[src/rtl/awi_pkg.sv]
package awi_pkg;

    localparam int unsigned DEF_SAMPLE_W  = 18;
    localparam int unsigned DEF_ACC_EXTRA = 20;
    localparam int unsigned DEF_CNT_W     = 16;
    localparam int unsigned DEF_PPT_W     = 16;
    localparam int unsigned DEF_TURN_W    = 8;

    typedef enum logic [1:0] {
        ST_IDLE,
        ST_ARM,
        ST_RUN,
        ST_DONE
    } win_state_e;

    // Per-cycle window control handed from the sequencer to the datapath
    typedef struct packed {
        logic open_w;   // first window opens (index edge)
        logic close_w;  // window closes and the next one opens
        logic last_w;   // the closing window is the final one
        logic active;   // accumulation allowed
    } win_ctl_t;

    function automatic logic rise_of(input logic cur, input logic prev);
        return cur & ~prev;
    endfunction

endpackage

[src/rtl/awi_edge_sync.sv]
module awi_edge_sync #(
    parameter int unsigned STAGES = 2
) (
    input  logic clk,
    input  logic rst,
    input  logic pin,
    output logic rise
);
    // sh[STAGES-1] is the synchronized level, sh[STAGES] its previous value
    logic [STAGES:0] sh;

    always_ff @(posedge clk) begin
        if (rst) sh <= '0;
        else     sh <= {sh[STAGES-1:0], pin};
    end

    assign rise = awi_pkg::rise_of(sh[STAGES-1], sh[STAGES]);
endmodule

[src/rtl/awi_window_ctrl.sv]
module awi_window_ctrl
    import awi_pkg::*;
#(
    parameter int unsigned PPT_W  = DEF_PPT_W,
    parameter int unsigned TURN_W = DEF_TURN_W
) (
    input  logic              clk,
    input  logic              rst,
    input  logic              enable,
    input  logic              idx_rise,
    input  logic              enc_rise,
    input  logic [PPT_W-1:0]  ppt,
    input  logic [TURN_W-1:0] turns,
    output win_ctl_t          ctl
);
    localparam int unsigned TGT_W = PPT_W + TURN_W;

    win_state_e       st_q;
    logic [TGT_W-1:0] target;
    logic [TGT_W-1:0] win_q;
    logic [TGT_W-1:0] win_nx;

    assign target = TGT_W'(ppt) * TGT_W'(turns);
    assign win_nx = win_q + 1'b1;

    always_comb begin
        ctl.open_w  = enable && (st_q == ST_ARM) && idx_rise;
        ctl.close_w = enable && (st_q == ST_RUN) && enc_rise;
        ctl.active  = enable && (st_q == ST_RUN);
        ctl.last_w  = ctl.close_w && (target != '0) && (win_nx == target);
    end

    always_ff @(posedge clk) begin
        if (rst) begin
            st_q  <= ST_IDLE;
            win_q <= '0;
        end else if (!enable) begin
            st_q  <= ST_IDLE;
            win_q <= '0;
        end else begin
            unique case (st_q)
                ST_IDLE: st_q <= ST_ARM;
                ST_ARM: if (idx_rise) begin
                    st_q  <= ST_RUN;
                    win_q <= '0;
                end
                ST_RUN: if (ctl.close_w) begin
                    win_q <= win_nx;
                    if (ctl.last_w) st_q <= ST_DONE;
                end
                ST_DONE: st_q <= ST_DONE;
                default: st_q <= ST_IDLE;
            endcase
        end
    end
endmodule

[src/rtl/awi_accum.sv]
module awi_accum
    import awi_pkg::*;
#(
    parameter int unsigned SAMPLE_W = DEF_SAMPLE_W,
    parameter int unsigned ACC_W    = DEF_SAMPLE_W + DEF_ACC_EXTRA,
    parameter int unsigned CNT_W    = DEF_CNT_W
) (
    input  logic                       clk,
    input  logic                       rst,
    input  win_ctl_t                   ctl,
    input  logic                       s_valid,
    input  logic signed [SAMPLE_W-1:0] s_data,
    input  logic                       cal_load,
    input  logic signed [SAMPLE_W-1:0] cal_offset,
    output logic                       res_valid,
    output logic signed [ACC_W-1:0]    res_sum,
    output logic [CNT_W-1:0]           res_count,
    output logic                       res_ovf,
    output logic                       res_last
);
    localparam int unsigned CORR_W = SAMPLE_W + 1;
    localparam logic signed [ACC_W-1:0] ACC_MAX = {1'b0, {(ACC_W-1){1'b1}}};
    localparam logic signed [ACC_W-1:0] ACC_MIN = {1'b1, {(ACC_W-1){1'b0}}};

    logic signed [SAMPLE_W-1:0] off_q;
    logic signed [CORR_W-1:0]   corr;
    logic signed [ACC_W:0]      corr_x;
    logic signed [ACC_W:0]      sum_x;
    logic signed [ACC_W-1:0]    acc_q;
    logic signed [ACC_W-1:0]    acc_sat;
    logic [CNT_W-1:0]           cnt_q;
    logic                       ovf_q;
    logic                       clip_hi;
    logic                       clip_lo;

    // Offset-corrected sample, one bit wider than the input
    assign corr   = CORR_W'(s_data) - CORR_W'(off_q);
    assign corr_x = (ACC_W+1)'(corr);
    assign sum_x  = (ACC_W+1)'(acc_q) + corr_x;

    // The two top bits of the widened sum disagree on overflow
    assign clip_hi = !sum_x[ACC_W] &&  sum_x[ACC_W-1];
    assign clip_lo =  sum_x[ACC_W] && !sum_x[ACC_W-1];

    always_comb begin
        if (clip_hi)      acc_sat = ACC_MAX;
        else if (clip_lo) acc_sat = ACC_MIN;
        else              acc_sat = sum_x[ACC_W-1:0];
    end

    always_ff @(posedge clk) begin
        if (rst)           off_q <= '0;
        else if (cal_load) off_q <= cal_offset;
    end

    always_ff @(posedge clk) begin
        if (rst) begin
            acc_q <= '0;
            cnt_q <= '0;
            ovf_q <= 1'b0;
        end else if (ctl.open_w || ctl.close_w) begin
            // a sample in the boundary cycle opens the new window
            acc_q <= s_valid ? ACC_W'(corr) : '0;
            cnt_q <= s_valid ? CNT_W'(1) : '0;
            ovf_q <= 1'b0;
        end else if (ctl.active && s_valid) begin
            acc_q <= acc_sat;
            ovf_q <= ovf_q | clip_hi | clip_lo;
            if (!(&cnt_q)) cnt_q <= cnt_q + 1'b1;
        end
    end

    always_ff @(posedge clk) begin
        if (rst) begin
            res_valid <= 1'b0;
            res_sum   <= '0;
            res_count <= '0;
            res_ovf   <= 1'b0;
            res_last  <= 1'b0;
        end else begin
            res_valid <= ctl.close_w;
            res_last  <= ctl.last_w;
            if (ctl.close_w) begin
                res_sum   <= acc_q;
                res_count <= cnt_q;
                res_ovf   <= ovf_q;
            end
        end
    end
endmodule

[src/rtl/angle_window_integrator.sv]
module angle_window_integrator
    import awi_pkg::*;
#(
    parameter int unsigned SAMPLE_W    = DEF_SAMPLE_W,
    parameter int unsigned ACC_EXTRA   = DEF_ACC_EXTRA,
    parameter int unsigned CNT_W       = DEF_CNT_W,
    parameter int unsigned PPT_W       = DEF_PPT_W,
    parameter int unsigned TURN_W      = DEF_TURN_W,
    parameter int unsigned SYNC_STAGES = 2
) (
    input  logic                                  clk,
    input  logic                                  rst,
    input  logic                                  enable,
    input  logic                                  s_valid,
    input  logic signed [SAMPLE_W-1:0]            s_data,
    input  logic                                  enc_pin,
    input  logic                                  idx_pin,
    input  logic [PPT_W-1:0]                      ppt,
    input  logic [TURN_W-1:0]                     turns,
    input  logic                                  cal_load,
    input  logic signed [SAMPLE_W-1:0]            cal_offset,
    output logic                                  res_valid,
    output logic signed [SAMPLE_W+ACC_EXTRA-1:0]  res_sum,
    output logic [CNT_W-1:0]                      res_count,
    output logic                                  res_ovf,
    output logic                                  res_last
);
    localparam int unsigned ACC_W  = SAMPLE_W + ACC_EXTRA;
    localparam int unsigned N_PINS = 2;   // 0: encoder, 1: index

    logic [N_PINS-1:0] pins;
    logic [N_PINS-1:0] rises;
    win_ctl_t          ctl;

    assign pins = {idx_pin, enc_pin};

    for (genvar g = 0; g < N_PINS; g++) begin : g_sync
        awi_edge_sync #(.STAGES(SYNC_STAGES)) u_sync (
            .clk  (clk),
            .rst  (rst),
            .pin  (pins[g]),
            .rise (rises[g])
        );
    end

    awi_window_ctrl #(.PPT_W(PPT_W), .TURN_W(TURN_W)) u_ctrl (
        .clk      (clk),
        .rst      (rst),
        .enable   (enable),
        .idx_rise (rises[1]),
        .enc_rise (rises[0]),
        .ppt      (ppt),
        .turns    (turns),
        .ctl      (ctl)
    );

    awi_accum #(.SAMPLE_W(SAMPLE_W), .ACC_W(ACC_W), .CNT_W(CNT_W)) u_acc (
        .clk        (clk),
        .rst        (rst),
        .ctl        (ctl),
        .s_valid    (s_valid),
        .s_data     (s_data),
        .cal_load   (cal_load),
        .cal_offset (cal_offset),
        .res_valid  (res_valid),
        .res_sum    (res_sum),
        .res_count  (res_count),
        .res_ovf    (res_ovf),
        .res_last   (res_last)
    );
endmodule

[config.mk]
export PLATFORM = sky130hd
export DESIGN_NAME = angle_window_integrator
export DESIGN_NICKNAME = d
export VERILOG_FILES = /design/src/rtl/awi_pkg.sv /design/src/rtl/awi_edge_sync.sv /design/src/rtl/awi_window_ctrl.sv /design/src/rtl/awi_accum.sv /design/src/rtl/angle_window_integrator.sv
export SDC_FILE = /design/constraint.sdc
export NUM_CORES = 1
export LEC_CHECK = 0
export BUFFER_PORTS_ARGS = -buffer_cell sky130_fd_sc_hd__buf_2
export CAP_MARGIN = 20
export CORE_MARGIN = 5
export CORE_UTILIZATION = 60
export DETAILED_ROUTE_END_ITERATION = 6
export GPL_ROUTABILITY_DRIVEN = 0
export PLACE_DENSITY = 0.76
export SETUP_SLACK_MARGIN = 0.05
export SYNTH_ARGS = -nofsm -noshare
export SYNTH_HDL_FRONTEND = slang
export SYNTH_SLANG_ARGS = --single-unit
export TNS_END_PERCENT = 10
[constraint.sdc]
create_clock -name clk -period 6.75 [get_ports clk]
set_input_delay 0.675 -clock clk [delete_from_list [all_inputs] [get_ports clk]]
set_output_delay 0.675 -clock clk [all_outputs]
set_load 0.03 [all_outputs]
; ---- After elaboration in Yosys (flattened, before gate mapping)
; Index checks and enable logic that the tools add are counted.
[classes]
n_bitwise = 7
n_eq_ne = 8
n_mux = 16
n_reduce_logical = 22
n_addsub = 4
multipliers = 1
[ops]
columns = cell, count
row1 = 38-bit 2-to-1 mux, 5
row2 = 16-bit 2-to-1 mux, 3
row3 = 24-bit 2-to-1 mux, 2
row4 = 24-bit case mux with 2 select lines, 1
row5 = 38-bit by 19-bit adder with 39-bit output, 1
row6 = "24-bit by 1-bit adder with 24-bit output, second input constant", 1
row7 = 24-bit == test, 1
row8 = 16-bit by 8-bit multiplier with 24-bit output, 1
row9 = 24-bit nonzero test, 1
row10 = 18-bit by 18-bit subtractor with 19-bit output, 1
row11 = "16-bit by 1-bit adder with 16-bit output, second input constant", 1
row12 = 16-bit AND reduction, 1
row13 = 1-bit logical AND, 9
row14 = "2-bit by 1-bit != test with 1-bit output, second input constant", 4
row15 = 2-bit case mux with 4 select lines, 1
row16 = 2-bit 2-to-1 mux, 3
row17 = 3-bit AND reduction, 2
row18 = "2-bit == test, second input constant", 2
row19 = 2-bit nonzero test, 2
row20 = 2-bit OR reduction, 2
row21 = 1-bit inverter, 3
row22 = 1-bit bitwise AND, 2
row23 = "2-bit by 1-bit == test with 1-bit output, second input constant", 1
row24 = 1-bit logical NOT, 2
row25 = 5 further kinds, 6
[totals]
register_bits = 162
output_inout_bits = 57
inputBits = 67

; ---- Logic depth before layout (Yosys ltp)
[logic_depth]
ltp_word = 8
mapped_depth = 26
ltp_nobuf = 22

; ---- Cells and area by module
; From an unflattened synthesis, not the netlist that was laid out.
[hier_totals]
cells_unflattened = 1749
area_unflattened_um2 = 14500.2
[by_module_without_submodules]
columns = module, n_inst, cells_per_inst, area_per_inst_um2, seq_area_each_um2
row1 = awi_accum, 1, 966, 8147.8, 2602.5
row2 = awi_window_ctrl, 1, 769, 6177.2, 520.5
row3 = awi_edge_sync, 2, 7, 87.6, 60.1

; ---- Worst setup path after synthesis
; Ideal clock, no wire load.
[synth_path]
path_type = input-to-reg
from = input turns[7]
to = register u_ctrl.st_q[0]
setup_ns = 0.086
stages = 18
required_ns = 6.664
setup_slack_ns = 1.101
arrival_ns = 5.563
path_buffers = 1
path_cell_list = clkbuf_1 -> nand2_1 -> fa_1 -> fa_1 -> fa_1 -> fa_1 -> inv_1 -> ha_1 -> a211oi_1 -> nor3b_1 -> a211o_1 -> a21oi_1 -> xnor2_1 -> xnor2_1 -> or4_1 -> nor2_1 -> nand4_1 -> a211oi_1
[synth_between]
elab_chain_cells = 6
elab_cells_between_ends = 7
classes_between = 1 x mul / 2 x eq/ne / 4 x reduce/logical
[synth_lines]
columns = element, line_no
row1 = "start, declared", angle_window_integrator.sv:19  ; input logic [TURN_W-1:0] turns,
row2 = 16-bit by 8-bit multiplier with 24-bit output (*), awi_window_ctrl.sv:23  ; assign target = TGT_W'(ppt) * TGT_W'(turns);
row3 = 24-bit nonzero test, awi_window_ctrl.sv:30  ; ctl.last_w = ctl.close_w && (target != '0) && (win_nx == target);
row4 = 1-bit logical AND, awi_window_ctrl.sv:30
row5 = 1-bit logical AND (*), awi_window_ctrl.sv:30
row6 = 2-bit by 1-bit != test with 1-bit output (no source line) (*), n/a
row7 = 3-bit AND reduction (no source line) (*), n/a
row8 = "end signal, assigned", awi_window_ctrl.sv:35  ; st_q <= ST_IDLE;
row9 = "end signal, assigned", awi_window_ctrl.sv:38  ; st_q <= ST_IDLE;
row10 = "end signal, assigned", awi_window_ctrl.sv:42  ; ST_IDLE: st_q <= ST_ARM;
row11 = "end, declared", awi_window_ctrl.sv:18  ; win_state_e st_q;
; Mark *: on every way between the ends. The rest lies on a longest branch, timed or not.
; A chain may end at the register's enable or synchronous reset.

; ---- Final worst setup path
[layout_path]
from = input s_data[0]
to = register u_acc.acc_q[2]
[layout_between]
elab_chain_cells = 8
elab_cells_between_ends = 11
classes_between = 2 x add/sub / 5 x mux / 4 x reduce/logical
[layout_lines]
columns = element, line_no
row1 = "start, declared", angle_window_integrator.sv:15  ; input logic signed [SAMPLE_W-1:0] s_data,
row2 = 18-bit by 18-bit subtractor with 19-bit output (*), awi_accum.sv:37  ; assign corr = CORR_W'(s_data) - CORR_W'(off_q);
row3 = 38-bit by 19-bit adder with 39-bit output, awi_accum.sv:39  ; assign sum_x = (ACC_W+1)'(acc_q) + corr_x;
row4 = 1-bit logical NOT, awi_accum.sv:43  ; assign clip_lo = sum_x[ACC_W] && !sum_x[ACC_W-1];
row5 = 1-bit logical AND, awi_accum.sv:43
row6 = 38-bit 2-to-1 mux, awi_accum.sv:47  ; else if (clip_lo) acc_sat = ACC_MIN;
row7 = 38-bit 2-to-1 mux, awi_accum.sv:46  ; if (clip_hi) acc_sat = ACC_MAX;
row8 = 38-bit 2-to-1 mux, awi_accum.sv:66  ; end else if (ctl.active && s_valid) begin
row9 = 38-bit 2-to-1 mux (*), awi_accum.sv:61  ; end else if (ctl.open_w || ctl.close_w) begin
row10 = "end signal, assigned", awi_accum.sv:63  ; acc_q <= s_valid ? ACC_W'(corr) : '0;
row11 = "end signal, assigned", awi_accum.sv:67  ; acc_q <= acc_sat;
row12 = "end, declared", awi_accum.sv:29  ; logic signed [ACC_W-1:0] acc_q;
; Mark *: on every way between the ends. The rest lies on a longest branch, timed or not. The select of a mux whose other input is x is not followed.

==> metrics <==
status=completed; worst flop-to-flop path endpoint=u_acc.acc_q[2]; Yosys top cell area share=23.51%; port buffer count=123; Ports=124; Worst VDD drop=0.2267 mV; Resize count post-CTS=0; CP max FO=37; CTS tree=built; fin crit period=5.815 ns; clk_skew=0.01410 ns; register area share after synthesis=23.51%; Post-Syn Nets=1987; final worst path period share=86.15%; CTS Sinks=162; hold_sp=g_sync[1].u_sync.sh[0]; CTS Buf Count=17; most area-hungry cell type in the Yosys netlist=dfxtp_1; Synth Instances=1732; drt first pass iters=5; r2r worst-path depth=22; Fill cells=1938; Die ar.=0.02613 mm^2; DRC viols=0; Final setup violation count=0; root buffer cell=clkbuf_16; DR vias/cell=5.828; CP peak stage delay=0.53 ns; buffer count from post-CTS setup fixing=0; startpoint types=primary input; gr usage total=25.24%; Cell Area, Synth=0.01380 mm^2; leakage=6.486 nW; Power Dens Cells=278.0 mW/mm^2; Hold EP=g_sync[1].u_sync.sh[1]; TNS Setup=0 ns; Rel. slew slack=29.33%; RSZ-0062 raised after global routing=false; Initial DRC Count=778; required time worst endpoint=7.09 ns; synthesis-to-layout area growth=9.803%; Core ar.=0.02264 mm^2; Yosys reg bits=162; worst hold stages=1; largest net degree at the start of global routing=97; Clk Latency, worst-skew pair=0.43 ns; Final nets=2061; commonest non-fill, non-tap cell in the layout=nand2_1; layout cells sized above 1=10.34%; Core Rows=55; CTS Hold Bufs=0; Slew Limit Fails=0; most frequent cells in the layout=nand2_1 (282), dfxtp_1 (162), nor2_1 (156), a21oi_1 (143), buf_2 (122); Setup WS post-layout=0.9347 ns; Die Ht=161.6 um; Place WS=0.5462 ns; placed cell count=2072; Critical R2R Launch=u_acc.off_q[0]; CP endpoint kind=flip-flop; asr flop ratio synth=0%; Non-Filler Instances=2105; CP Data Arrival Time=6.15 ns; first-pass GRT wire length=56240 um; CTS H-Tree Depth=4; Avg Synthesized Cell Area=7.966 um^2; Reg clk slew, reported paths=0.07 ns; top cells by area, synth=dfxtp_1 (24%), fa_1 (12%), ha_1 (9.3%), nand2_1 (7.7%), a21oi_1 (5.2%); Die X=161.6 um; worst slew pin tran=1.060 ns; WL/cell=15.54 um; DRT Wirelength=32710 um; vias in the first global route=12140; CP max stage cell=or4_1; cells along the critical path=buf_2 -> inv_1 -> ha_1 -> inv_1 -> fa_1 -> a21o_1 -> a311o_1 -> o22a_1 -> a41oi_1 -> o21ai_0 -> a211oi_1 -> mux2_2 -> ha_1 -> nand4_1 -> or4_1 -> a21o_1 -> a31oi_1 -> nor2_1 -> o22ai_2 -> or2_1 -> a22o_1 -> buf_12 -> a32oi_1 -> a211oi_1; initial antenna violation count=1; clock buffer depth=2; Final HPWL DP=24240 um; Setup Crit Path Kind=primary input to flip-flop; count of flip-flops with a built-in enable after synthesis=0; Hold Crit Class=flip-flop to flip-flop; MaxCap Viol Count=0; DRT antenna net count=0; final hold violation count=0; Primary FF master, synth=dfxtp_1; grt ovf=0; via count=12270; Distinct cells, synth=70; Ys Warns=0; starting density of the core=60.94%; Max Clock Freq=172.0 MHz; R2R setup slack=0.97 ns
-- power breakdown --
part	switching (mW)	internal [mW]	leakage (nW)
Combinational	1.28	0.945	4.87
Clock	0.498	0.514	0.301
Sequential	0.00741	0.967	1.31
-- per-stage QoR --
step / instance area, um^2 / utilization [%] / total power [mW] / hold slack, ns
global placement: 14530 / 64.17 / 3.162 / 0.4350
CTS: 15150 / 66.90 / 4.222 / 0.4416
detailed placement: 14530 / 64.17 / 3.196 / 0.4239
finish: 15150 / 66.91 / 4.212 / 0.4456
global route: 15150 / 66.91 / 4.550 / 0.4689
floorplan: 13800 / - / 2.776 / 0.4138
-- per-layer routing --
metal  GRT usage, %  vias up  share of wire, %
met2          45.24      267                50
met4          6.767        0               1.9
met1          32.00     5866                45
met3          3.496       46               3.3
li1               -     6088                 -
met5              0        -                 0
-- registers in the layout (all words and copies together) (netlist names), 2 cells and up --
name              count
u_ctrl.st_q           2
u_acc.cnt_q          16
u_acc.off_q          18
u_acc.acc_q          38
u_ctrl.win_q         24
u_acc.res_sum        38
u_acc.res_count      16
g_sync.u_sync.sh      6
-- synthesized netlist by cell type (4+ instances only) --
master     number
o21bai_1        6
nand3_1        34
nor3_1         20
nor3b_1         4
a211oi_2       10
and2_1         58
nand2_1       282
clkbuf_1       60
a211oi_1       38
o21ai_0        59
o31ai_1         4
a31oi_1         9
nor2b_1        11
xnor2_1        69
a21o_1         29
a221o_1         5
a22oi_1        19
buf_2           8
inv_1         116
or3_1          12
and3_1         14
a21oi_1       143
nand2b_1       17
a311oi_1        9
buf_1           4
nor2_1        156
a41oi_1         4
o21a_1         13
o211ai_1        6
mux2i_1        21
dfxtp_1       162
ha_1          102
o21ai_1         6
nor4_1         10
o41ai_1         4
nand3b_1        6
xor2_1         47
fa_1           86
nand4_1        18
a2111oi_0       4
-- cell families (layout without fill, tap and decap cells) --
family	Yosys count	after routing	synth area share, %
other cells	0	1	0
compound gates	392	392	18.50
simple gates	656	656	21.56
xor+xnor	116	116	7.364
mux	23	23	1.687
flops	162	162	23.51
fa+ha+maj	188	188	21.73
buf+inv	195	282	5.659
-- layout make-up --
class,count,area [um^2],share of cell area [%]
Inverter,116,435.4,2.874
Clock inverter,15,193.9,1.280
Multi-Input combinational cell,1375,9779,64.55
Clock buffer,17,425.4,2.808
Timing Repair Buffer,134,713.2,4.708
Tap cell,285,356.6,2.354
Antenna cell,1,2.502,0.01652
Sequential cell,162,3243,21.41
-- worst max-delay path, delay by kind of cell --
family / cells / cell delay [ns]
buffers and inverters: 4 / 0.42
adders and majority gates: 3 / 0.89
and+or+nand+nor: 4 / 1.00
AOI/OAI and AO/OA: 12 / 2.75
muxes: 1 / 0.40
-- worst max-delay path by stage --
stage	slack (ns)	to	cells past startpoint	start
6_report	0.93	u_acc.acc_q[2]	24	s_data[0]
4_1_cts	0.97	u_acc.acc_q[2]	24	s_data[0]
2_1_floorplan	1.10	u_ctrl.st_q[0]	18	turns[7]
3_5_place_dp	0.55	u_acc.acc_q[2]	24	s_data[0]
3_3_place_gp	0.73	u_acc.acc_q[2]	24	s_data[0]
5_1_grt	0.58	u_acc.acc_q[9]	24	s_data[0]
No activity file was read; power rests on OpenSTA's default activity.
